===== config.mk =====
export PLATFORM = sky130hd
export DESIGN_NAME = valley_pulse_gen
export DESIGN_NICKNAME = d
export VERILOG_FILES = /design/src/rtl/vpg_pkg.sv /design/src/rtl/vpg_sync.sv /design/src/rtl/vpg_blank.sv /design/src/rtl/vpg_qual.sv /design/src/rtl/valley_pulse_gen.sv
export SDC_FILE = /design/constraint.sdc
export NUM_CORES = 1
export LEC_CHECK = 0
export ABC_AREA = 1
export BUFFER_PORTS_ARGS = -buffer_cell sky130_fd_sc_hd__clkbuf_2
export CORE_MARGIN = 3
export CORE_UTILIZATION = 45
export CTS_BUF_LIST = sky130_fd_sc_hd__clkbuf_8
export DETAILED_ROUTE_END_ITERATION = 8
export GPL_ROUTABILITY_DRIVEN = 0
export PLACE_DENSITY = 0.78
export REMOVE_ABC_BUFFERS = 1
export SYNTH_ARGS = -nofsm -noshare
export SYNTH_HDL_FRONTEND = slang
export SYNTH_HIERARCHICAL = 1
export SYNTH_SLANG_ARGS = --single-unit

===== constraint.sdc =====
create_clock -name clk_i -period 1.3 [get_ports clk_i]
set_input_delay 0.195 -clock clk_i [delete_from_list [all_inputs] [get_ports clk_i]]
set_output_delay 0.195 -clock clk_i [all_outputs]
set_load 0.03 [all_outputs]

===== src/rtl/vpg_pkg.sv =====
package vpg_pkg;

  // Cycles needed to cover a duration in ns at a clock in Hz, rounded up.
  function automatic int ns_to_cyc(input longint unsigned clk_hz,
                                   input longint unsigned dur_ns);
    longint unsigned prod;
    prod = clk_hz * dur_ns;
    return int'((prod + 64'd999_999_999) / 64'd1_000_000_000);
  endfunction

  function automatic int at_least_one(input int val);
    return (val < 1) ? 1 : val;
  endfunction

endpackage


===== src/rtl/vpg_sync.sv =====
module vpg_sync #(
  parameter int STAGES = 2
) (
  input  logic clk_i,
  input  logic rst_ni,
  input  logic d_i,
  output logic q_o
);

  logic [STAGES-1:0] stg_q;
  logic [STAGES-1:0] stg_d;

  generate
    if (STAGES == 1) begin : g_single
      always_comb stg_d = d_i;
    end else begin : g_chain
      always_comb stg_d = {stg_q[STAGES-2:0], d_i};
    end
  endgenerate

  always_ff @(posedge clk_i or negedge rst_ni) begin
    if (!rst_ni) stg_q <= '0;
    else         stg_q <= stg_d;
  end

  assign q_o = stg_q[STAGES-1];

endmodule


===== src/rtl/vpg_blank.sv =====
module vpg_blank #(
  parameter int BLANK_CYC = 20
) (
  input  logic clk_i,
  input  logic rst_ni,
  input  logic gate_on_i,
  output logic busy_o
);

  localparam int CNT_W = $clog2(BLANK_CYC + 1);
  localparam logic [CNT_W-1:0] CNT_LOAD = CNT_W'(BLANK_CYC);

  logic [CNT_W-1:0] cnt_q, cnt_d;
  logic             cnt_en;

  // Reload while the gate is on, count down afterwards.
  always_comb begin
    cnt_en = gate_on_i || (cnt_q != '0);
    cnt_d  = cnt_q;
    if (gate_on_i)         cnt_d = CNT_LOAD;
    else if (cnt_q != '0)  cnt_d = cnt_q - 1'b1;
  end

  always_ff @(posedge clk_i or negedge rst_ni) begin
    if (!rst_ni)     cnt_q <= '0;
    else if (cnt_en) cnt_q <= cnt_d;
  end

  assign busy_o = (cnt_q != '0);

  // blanking is active on the first edge after the gate turns off
  a_r7_blank_after_gate: assert property (@(posedge clk_i) disable iff (!rst_ni)
    $fell(gate_on_i) |-> busy_o);

  a_r7_count_bound: assert property (@(posedge clk_i) disable iff (!rst_ni)
    cnt_q <= CNT_LOAD);

endmodule


===== src/rtl/vpg_qual.sv =====
module vpg_qual #(
  parameter int QUAL_CYC = 10
) (
  input  logic clk_i,
  input  logic rst_ni,
  input  logic lvl_i,
  input  logic hold_i,
  input  logic ready_i,
  output logic pulse_o,
  output logic qual_o
);

  localparam int CNT_W = $clog2(QUAL_CYC + 1);
  localparam logic [CNT_W-1:0] QUAL_MAX = CNT_W'(QUAL_CYC);

  logic [CNT_W-1:0] cnt_q, cnt_d;
  logic             pulse_q, pulse_d;
  logic             armed;

  assign armed = (cnt_q == QUAL_MAX);

  // High-time counter: saturates at the qualification count and is cleared
  // by any low sample or by a hold.
  always_comb begin
    cnt_d = cnt_q;
    if (hold_i || !lvl_i) cnt_d = '0;
    else if (!armed)      cnt_d = cnt_q + 1'b1;
  end

  // A low sample while armed is a qualified falling edge.
  always_comb begin
    pulse_d = !hold_i && !lvl_i && armed && ready_i;
  end

  always_ff @(posedge clk_i or negedge rst_ni) begin
    if (!rst_ni) begin
      cnt_q   <= '0;
      pulse_q <= 1'b0;
    end else begin
      cnt_q   <= cnt_d;
      pulse_q <= pulse_d;
    end
  end

  assign pulse_o = pulse_q;
  assign qual_o  = armed && !hold_i;

  // a pulse follows a low sample of the level
  a_r2_after_low: assert property (@(posedge clk_i) disable iff (!rst_ni)
    pulse_q |-> !$past(lvl_i));

  // a pulse needs a qualified interval before it
  a_r3_needs_qual: assert property (@(posedge clk_i) disable iff (!rst_ni)
    pulse_q |-> $past(qual_o));

  // one clock wide
  a_r5_single_cycle: assert property (@(posedge clk_i) disable iff (!rst_ni)
    pulse_q |=> !pulse_q);

  // scheduler must have been ready
  a_r8_ready_seen: assert property (@(posedge clk_i) disable iff (!rst_ni)
    pulse_q |-> $past(ready_i));

  // the count never passes its saturation value
  a_r10_count_bound: assert property (@(posedge clk_i) disable iff (!rst_ni)
    cnt_q <= QUAL_MAX);

endmodule


===== src/rtl/valley_pulse_gen.sv =====
module valley_pulse_gen #(
  parameter int CLK_HZ      = 50_000_000,
  parameter int QUAL_NS     = 200,
  parameter int BLANK_NS    = 400,
  parameter int SYNC_STAGES = 2
) (
  input  logic clk_i,
  input  logic rst_ni,
  input  logic cmp_raw_i,
  input  logic gate_on_i,
  input  logic sched_ready_i,
  output logic valley_o,
  output logic qual_o
);

  import vpg_pkg::*;

  localparam int QUAL_CYC  = at_least_one(ns_to_cyc(longint'(CLK_HZ), longint'(QUAL_NS)));
  localparam int BLANK_CYC = at_least_one(ns_to_cyc(longint'(CLK_HZ), longint'(BLANK_NS)));

  logic cmp_sync;
  logic blank_busy;
  logic hold;

  vpg_sync #(.STAGES(SYNC_STAGES)) sync_i (
    .clk_i  (clk_i),
    .rst_ni (rst_ni),
    .d_i    (cmp_raw_i),
    .q_o    (cmp_sync)
  );

  vpg_blank #(.BLANK_CYC(BLANK_CYC)) blank_i (
    .clk_i     (clk_i),
    .rst_ni    (rst_ni),
    .gate_on_i (gate_on_i),
    .busy_o    (blank_busy)
  );

  assign hold = gate_on_i || blank_busy;

  vpg_qual #(.QUAL_CYC(QUAL_CYC)) qual_i (
    .clk_i   (clk_i),
    .rst_ni  (rst_ni),
    .lvl_i   (cmp_sync),
    .hold_i  (hold),
    .ready_i (sched_ready_i),
    .pulse_o (valley_o),
    .qual_o  (qual_o)
  );

  // no pulse in the cycle after the gate is seen on
  a_r6_quiet_gate: assert property (@(posedge clk_i) disable iff (!rst_ni)
    gate_on_i |=> !valley_o);

  // status is low while the gate is on
  a_r6_no_qual_gate: assert property (@(posedge clk_i) disable iff (!rst_ni)
    gate_on_i |-> !qual_o);

endmodule


Yosys cells after proc, flatten, opt, wreduce, memory -nomap -nowiden. Cells that the tools add are included. Widths: inputs -> output; s select.

Input bits: 5. Flip-flop bits (word level): 12. Logic and storage cells: 23.

Mux-type cells: 4. Add/sub/neg operators: 2. Reduce and logical (&&, ||, !) cells: 11. Equality and inequality tests: 2.

Operators by type and width (count): $mux 5 (2); $mux 4 (2); $reduce_bool 5->1 (1); $sub 5x1->5 const B (1); $add 4x1->4 const B (1); $eq 4x4->1 const B (1); $logic_and 1x1->1 (4); $logic_not 1->1 (2); $logic_or 1x1->1 (2); $ne 2x2->1 const B (1); $reduce_and 2->1 (1); $reduce_bool 2->1 (1).

Longest topological paths before layout. Gate-level depths: netlist of run 1.

Depth after elaboration: 6. Mapped depth: 8. Depth with buffers taken out: 8.

Modules after synthesis. The synthesis of run 1 kept the hierarchy.

By module, submodules not included: vpg_qual (seq. area each 125.1 um^2, area each 274.0 um^2, cells an instance 33, times used 1); vpg_blank (seq. area each 125.1 um^2, area each 267.8 um^2, cells an instance 33, times used 1); vpg_sync (seq. area each 50.0 um^2, area each 50.0 um^2, cells an instance 2, times used 1); valley_pulse_gen (seq. area each 0.0 um^2, area each 11.3 um^2, cells an instance 3, times used 1).

Worst setup path before layout of run 1. No wires, ideal clock.

Path kind: register to output. Start point: register blank_i.cnt_q[0]. End point: output port qual_o. Cell stages (with the launch flop): 7. Arrival time: 1366 ps. Data required time: 1105 ps. Setup slack: -261 ps. Path through: dfrtp_1 > inv_1 > ha_1 > nand3_4 > inv_1 > nand2_1 > nor2_1.

Cells in the longest elaborated chain, start to end: 4.

Ends and longest elaborated chain: start: declaration (line vpg_blank.sv:13) `logic [CNT_W-1:0] cnt_q, cnt_d;`; start signal: assignment (line vpg_blank.sv:26) `else if (cnt_en) cnt_q <= cnt_d;`; $reduce_bool 5->1 (line vpg_blank.sv:29) `assign busy_o = (cnt_q != '0);`; named net blank_busy (line valley_pulse_gen.sv:22) `logic blank_busy;`; $logic_or 1x1->1 (line valley_pulse_gen.sv:39) `assign hold = gate_on_i || blank_busy;`; named net hold (line valley_pulse_gen.sv:23) `logic hold;`; $logic_not 1->1 (line vpg_qual.sv:46) `assign qual_o = armed && !hold_i;`; $logic_and 1x1->1 (line vpg_qual.sv:46); end: declaration (line valley_pulse_gen.sv:13) `output logic qual_o`.

The timed path passes the listed nets, and every way through them passes these cells.

Worst setup path after layout of run 1.
Start point: register blank_i.cnt_q[0]. End point: register qual_i.cnt_q[1].

Cells in the longest elaborated chain, start to end: 4. Elaborated cells between the ends (all ways): 5.

Ends and longest elaborated chain: $reduce_bool 5->1 (*) (line vpg_blank.sv:29); named net blank_busy (line valley_pulse_gen.sv:22); $logic_or 1x1->1 (*) (line valley_pulse_gen.sv:39); named net hold (line valley_pulse_gen.sv:23); $logic_or 1x1->1 (*) (line vpg_qual.sv:26) `if (hold_i || !lvl_i) cnt_d = '0;`; $ne 2x2->1 (no line) or $mux 4 (tied branches); end signal: assignment (line vpg_qual.sv:40) `cnt_q <= cnt_d;`; end: declaration (line vpg_qual.sv:16) `logic [CNT_W-1:0] cnt_q, cnt_d;`.

Mark *: on every way through the listed nets, which the timed path passes. The rest lies on a longest branch. A chain may end at the register's enable or synchronous reset.

==> run summary, run 1 <==
Post-DP HPWL: 855 µm
CTS buffer count: 3
Crit. path cell count: 10
Crit. End Element: flop
Synth warn: 6
Worst Hold Launch: cmp_raw_i
Largest net degree at the start of global routing: 13
Gr usage total: 16.5%
Rows: 12
Crit path DAT: 1670 ps
Ports: 7
Critical Path Slowest Stage Cell: dfrtp_1
Most frequent cell on the critical path: inv_2
Main combinational cell family by area after synthesis: simple AND/OR/NAND/NOR gates
Reg2Reg Depth: 10
DR vias/cell: 4.91
Synth Area in Adders: 6.22%
Final setup violating endpoints: 5
Placed cells: 98
Core area: 1190 µm²
Vias in the first global route: 504
Worst-Skew Late Latency: 240 ps
WHS Endpoint: sync_i/stg_q[0]
Min-Delay Path Depth: 1
R2R Setup Slk: -190 ps
Fin crit period: 1490 ps
Clock buffer depth: 2
Kind of critical path: flop to flop
Vias post-DR: 511
Clk root buf: clkbuf_8
Worst path bufs/invs: 4
Post-synthesis simple-gate area fraction: 32.2%
Outcome: finished with violations
Antenna Violating Nets Remaining: 0
Mapped Cells: 71
Max_cap viols: 0
Synth Register Bits: 12
CP max FO: 6
Htree depth: 1
Die outline width: 42.6 µm
Final WL: 1270 µm
CP peak stage delay: 390 ps
Storage element area: 300 µm²
Avg Cell Area, Syn: 8.49 µm²
Power Dens Cells: 1130 nW/µm²
Rel. slew slack: 80.0%
Crit share post-route: 115%
Crit path cell chain: inv_2, ha_4, nand3_4, inv_2, nand2_2, buf_4, buf_6, nor2_4, nand3b_1, nand2_1
Seq/Total Area, Yosys: 49.8%
CP Launch Type: flop
Capturing point of the worst reg2reg path: qual_i/cnt_q[1]
Pwr Total: 940 µW
Initial Util: 50.8%
Mapped cell area: 603 µm²
Post-synthesis compound-gate area fraction: 0.830%
RSZ-0062 raised after global routing: yes
Layout filler cell count: 92
Static leakage: 0.000411 µW
Clk sink count: 12
Failing checks: setup timing
Area Growth Syn to Fin: 37.6%
Drt wl/cell: 12.2 µm
RR Startpoint: blank_i/cnt_q[0]
Fmax: 669 MHz
I/O Buffers: 6
Initial antenna violation count: 0
Worst slew pin tran: 301 ps
Total Nets Final: 100
Hold Vio Cnt, Final: 0
TritonCTS clock tree: yes
Final Instance Count excl. Fillers: 104
Multi-input gate area: 302 µm²
DRC: 0
First-pass GRT wire length: 2060 µm
Cell family with most CP delay: simple AND/OR/NAND/NOR gates
Reg clk slew, reported paths: 50 ps
WP data required: 1470 ps
DR iter-0 viols: 13
Final worst-path setup slack: -195 ps
Grt ovf: 0
Worst vdd ir: 0.765 mV
Slew Limit Fails: 0
Die area: 1820 µm²
Drt pass-1 iters: 6
Clk_skew: 7.12 ps
Hold Path Class: input pin to flop
DIE HEIGHT: 42.6 µm
Share of cells above drive strength 1: 37.8%
Yosys cell types: 16
Xor/xnor share of the synthesized area: 2.90%
Antenna cells: 0
Mux share of post-synthesis cell area: 0%
Util after Layout: 69.9%
power breakdown:
group          switching (µW)  total [µW]  internal [µW]
clock network             132         336            204
registers                22.2         425            402
logic                    91.8         180           87.9
total                     246         940            694
logic make-up (layout without fill, tap and decap cells):
logic type / Yosys count / in the layout
XOR/XNOR: 2 / 2
adder cells (fa/ha/maj): 3 / 3
flip-flops: 12 / 12
AO/OA/AOI/OAI: 1 / 1
AND/OR/NAND/NOR: 40 / 40
buffers and inverters: 13 / 32
cell usage after synthesis:
cell | count | area share (%)
nand2_1 | 17 | 11
dfrtp_1 | 12 | 50
inv_1 | 11 | 6.8
nor2_1 | 8 | 5.0
nand3_1 | 7 | 5.8
ha_1 | 3 | 6.2
nor2_2 | 3 | 3.1
xnor2_1 | 2 | 2.9
clkinv_1 | 1 | 0.62
inv_2 | 1 | 0.62
nand3_2 | 1 | 1.7
nand3_4 | 1 | 2.9
nand3b_1 | 1 | 1.2
nand4_1 | 1 | 1.0
nor3_1 | 1 | 0.83
o21ai_1 | 1 | 0.83
what timing repair did:
action,CTS,global route
pin swaps,7,5
hold endpoints to repair,12,0
gates resized for setup,11,5
hold buffers,1,0
setup endpoints to repair,5,5
buffers inserted,1,1
flip-flops by register name (all words and copies together) (netlist names):
register	flops
qual_i/cnt_q	4
qual_i/pulse_o	1
blank_i/cnt_q	5
sync_i/stg_q	2
layout make-up:
class,instances,share of cell area (%)
flip-flops and latches,12,36.2
clock buffers,3,4.98
multi-input cells,46,36.3
inverters,13,5.88
well taps,14,2.11
repair buffers,16,14.5
metrics by stage:
stage	instance area (µm²)	setup TNS, ps	hold slack (ps)	setup WS (ps)
3_3_place_gp	703	-59.5	93.0	-37.1
4_1_cts	798	-184	56.2	-182
2_1_floorplan	603	-422	-101	-261
5_1_grt	830	-1220	60.0	-263
6_report	830	-835	60.8	-195
3_5_place_dp	703	-368	96.4	-100
placed cells by master (no fill, tap or decap):
| cell type | n |
|---|---|
| buf_6 | 1 |
| clkbuf_2 | 5 |
| nor3_2 | 1 |
| nand3_4 | 1 |
| o21ai_1 | 1 |
| nand2_2 | 1 |
| nand4_1 | 1 |
| xnor2_1 | 2 |
| clkbuf_8 | 4 |
| clkinv_1 | 1 |
| dfrtp_1 | 12 |
| inv_1 | 8 |
| nor2_4 | 2 |
| nand3_2 | 4 |
| nor2_1 | 7 |
| nand3b_1 | 1 |
| buf_4 | 8 |
| ha_1 | 2 |
| dlygate4sd3_1 | 1 |
| nand3_1 | 4 |
| nor2_2 | 2 |
| nand2_1 | 16 |
| inv_2 | 4 |
| ha_4 | 1 |
metal layers:
metal	track usage [%]	wire length, µm	up-vias	part of all wire [%]
met5	0	0	-	0
met4	15.5	42	0	3.3
met3	6.01	50	5	3.9
met2	28.3	700	12	55
met1	14.4	475	238	37
li1	-	-	256	-
worst max-delay path by stage:
stage / start / end / slack [ps]
floorplan: blank_i/cnt_q[0] / qual_o / -260
global placement: blank_i/cnt_q[0] / qual_o / -40
detailed placement: blank_i/cnt_q[0] / qual_o / -100
CTS: blank_i/cnt_q[0] / qual_o / -180
global route: blank_i/cnt_q[0] / qual_i/cnt_q[1] / -260
finish: blank_i/cnt_q[0] / qual_i/cnt_q[1] / -190
Note: power is estimated with default switching activity, not from simulation.
==> run 2, diff against run 1 <==
GPL_TIMING_DRIVEN = 0   (was not set)
==> run 2 against run 1 <==
Against the previous run: the flow still finishes with violations (setup timing); first-iteration DRC count shrank 62%; critical endpoint is now qual_o; combinational power shrank 4%; routed wire length grew 1.4%; cell count is the same; non-clock buffer count is the same; power shrank 0.84%; sequential share of layout area grew 0.28 points; via count grew 1.4%; largest power group unchanged; flip-flop and latch count is the same.
==> run summary, run 2 (same netlist as run 1, synthesis figures left out) <==
Drt wl/cell: 12.4 µm (was 12.2 µm)
Ports: 7 (unchanged)
Worst vdd ir: 0.665 mV (was 0.765 mV)
DR vias/cell: 4.98 (was 4.91)
Layout filler cell count: 104 (was 92)
Final setup violating endpoints: 5 (unchanged)
Biggest regs: blank_i/cnt_q (5), qual_i/cnt_q (4), sync_i/stg_q (2) (unchanged)
CP max FO: 2 (was 6)
Htree depth: 1 (unchanged)
Initial antenna violation count: 0 (unchanged)
Failing checks: setup timing (unchanged)
Fmax: 675 MHz (was 669 MHz)
DR iter-0 viols: 5 (was 13)
Rel. slew slack: 79.5% (was 80.0%)
Power Dens Cells: 1130 nW/µm² (about the same)
TritonCTS clock tree: yes (unchanged)
Hold Path Class: input pin to flop (unchanged)
Share of cells above drive strength 1: 38.9% (was 37.8%)
CP Launch Type: flop (unchanged)
Antenna cells: 0 (unchanged)
Hold Vio Cnt, Final: 0 (unchanged)
Clk_skew: 4.31 ps (was 7.12 ps)
Final WL: 1290 µm (was 1270 µm)
Antenna Violating Nets Remaining: 0 (unchanged)
DIE HEIGHT: 42.6 µm (unchanged)
Clk sink count: 12 (unchanged)
Initial Util: 50.8% (unchanged)
Outcome: finished with violations (unchanged)
Clock buffer depth: 2 (unchanged)
Clk root buf: clkbuf_8 (unchanged)
Worst slew pin tran: 307 ps (was 301 ps)
Total Nets Final: 100 (unchanged)
Worst-Skew Late Latency: 240 ps (about the same)
Static leakage: 0.000410 µW (was 0.000411 µW)
Die area: 1820 µm² (unchanged)
Final worst-path setup slack: -182 ps (was -195 ps)
Top reg by flops: blank_i/cnt_q (unchanged)
Most frequent cells in the layout: 15 x nand2_1, 12 x dfrtp_1, 9 x buf_4, 8 x inv_1, 6 x nor2_1 (was 16 x nand2_1, 12 x dfrtp_1, 8 x inv_1, 8 x buf_4, 7 x nor2_1)
DRC: 0 (unchanged)
Reg clk slew, reported paths: 50 ps (about the same)
Pwr Total: 932 µW (was 940 µW)
Die outline width: 42.6 µm (unchanged)
Storage element area: 300 µm² (unchanged)
Max_cap viols: 0 (unchanged)
Crit path DAT: 1290 ps (was 1670 ps)
I/O Buffers: 6 (unchanged)
CTS buffer count: 3 (unchanged)
Commonest non-fill, non-tap cell in the layout: nand2_1 (unchanged)
Core area: 1190 µm² (unchanged)
Crit. End Element: output port (was flop)
Vias post-DR: 518 (was 511)
Slew Limit Fails: 0 (unchanged)
Drt pass-1 iters: 4 (was 6)
Largest net degree at the start of global routing: 13 (unchanged)
First-pass GRT wire length: 2150 µm (was 2060 µm)
Rows: 12 (unchanged)
Gr usage total: 16.5% (unchanged)
Vias in the first global route: 522 (was 504)
Area Growth Syn to Fin: 36.5% (was 37.6%)
Crit share post-route: 114% (was 115%)
Grt ovf: 0 (unchanged)
Fin crit period: 1480 ps (was 1490 ps)
Final Instance Count excl. Fillers: 104 (unchanged)
Placed cells: 91 (was 98)
Post-DP HPWL: 792 µm (was 855 µm)
WP data required: 1110 ps (was 1470 ps)
Multi-input gate area: 302 µm² (unchanged)
Kind of critical path: flop to output port (was flop to flop)
Max FFs per register: 5 (unchanged)
Util after Layout: 69.4% (was 69.9%)
DP Worst Slack: -246 ps (was -100 ps)
RSZ-0062 raised after global routing: yes (unchanged)
[run 2: changes by cell type in the layout (fill, tap and decap cells not counted), sizes merged]
cell	delta
buf	+1
clkbuf	-1
[run 2: area by class of cell]
cell class / instances / area share [%]
sequential: 12 / 36.5
clock buffer: 3 / 5.02
timing repair buffer: 16 / 13.8
tap: 14 / 2.13
multi-input combinational: 46 / 36.6
inverter: 13 / 5.93
[run 2: repair_timing]
action,4_1_cts,5_1_grt
hold endpoints to repair,12,0
setup endpoints to repair,6,5
resized for setup,9,8
pin swaps,5,4
setup buffers,7,2
hold buffers,1,0
[run 2: power by group]
group | switching (µW) | internal (µW)
combinational | 85.9 | 86.7
clock | 129 | 204
sequential | 25.2 | 402
total | 240 | 693
[run 2: layer usage]
metal / vias up / wire length (µm) / GRT usage [%]
li1: 258 / - / -
met1: 239 / 486 / 17.9
met2: 15 / 682 / 26.7
met3: 6 / 65 / 5.15
met4: 0 / 52 / 11.8
met5: - / 0 / 0
[run 2: worst paths after layout]
kind	startpoint	to	slack [ps]	cells past startpoint
worst min register to register	sync_i/stg_q[0]	sync_i/stg_q[1]	350	0
worst max register to register	blank_i/cnt_q[0]	qual_i/cnt_q[2]	-100	9
max in group asynchronous	rst_ni	qual_i/cnt_q[2]	690	2
min in group asynchronous	rst_ni	blank_i/cnt_q[2]	370	2
worst max-delay path	qual_i/cnt_q[0]	qual_o	-180	5
worst min-delay path	cmp_raw_i	sync_i/stg_q[0]	60	1
[run 2: worst max-delay path, cell delays in order, from the launching register on]
cell and delay, ps:
dfrtp_1 380, inv_1 110, ha_1 200, nand3_2 90, nor2_2 120, buf_6 130
[run 2: through the flow]
step | hold WS [ps] | instance area [µm²] | setup TNS (ps)
floorplan | -101 | 603 | -422
global placement | 99.4 | 651 | -924
detailed placement | 93.7 | 651 | -1100
CTS | 54.0 | 782 | -223
global route | 55.5 | 823 | -934
finish | 61.5 | 823 | -525
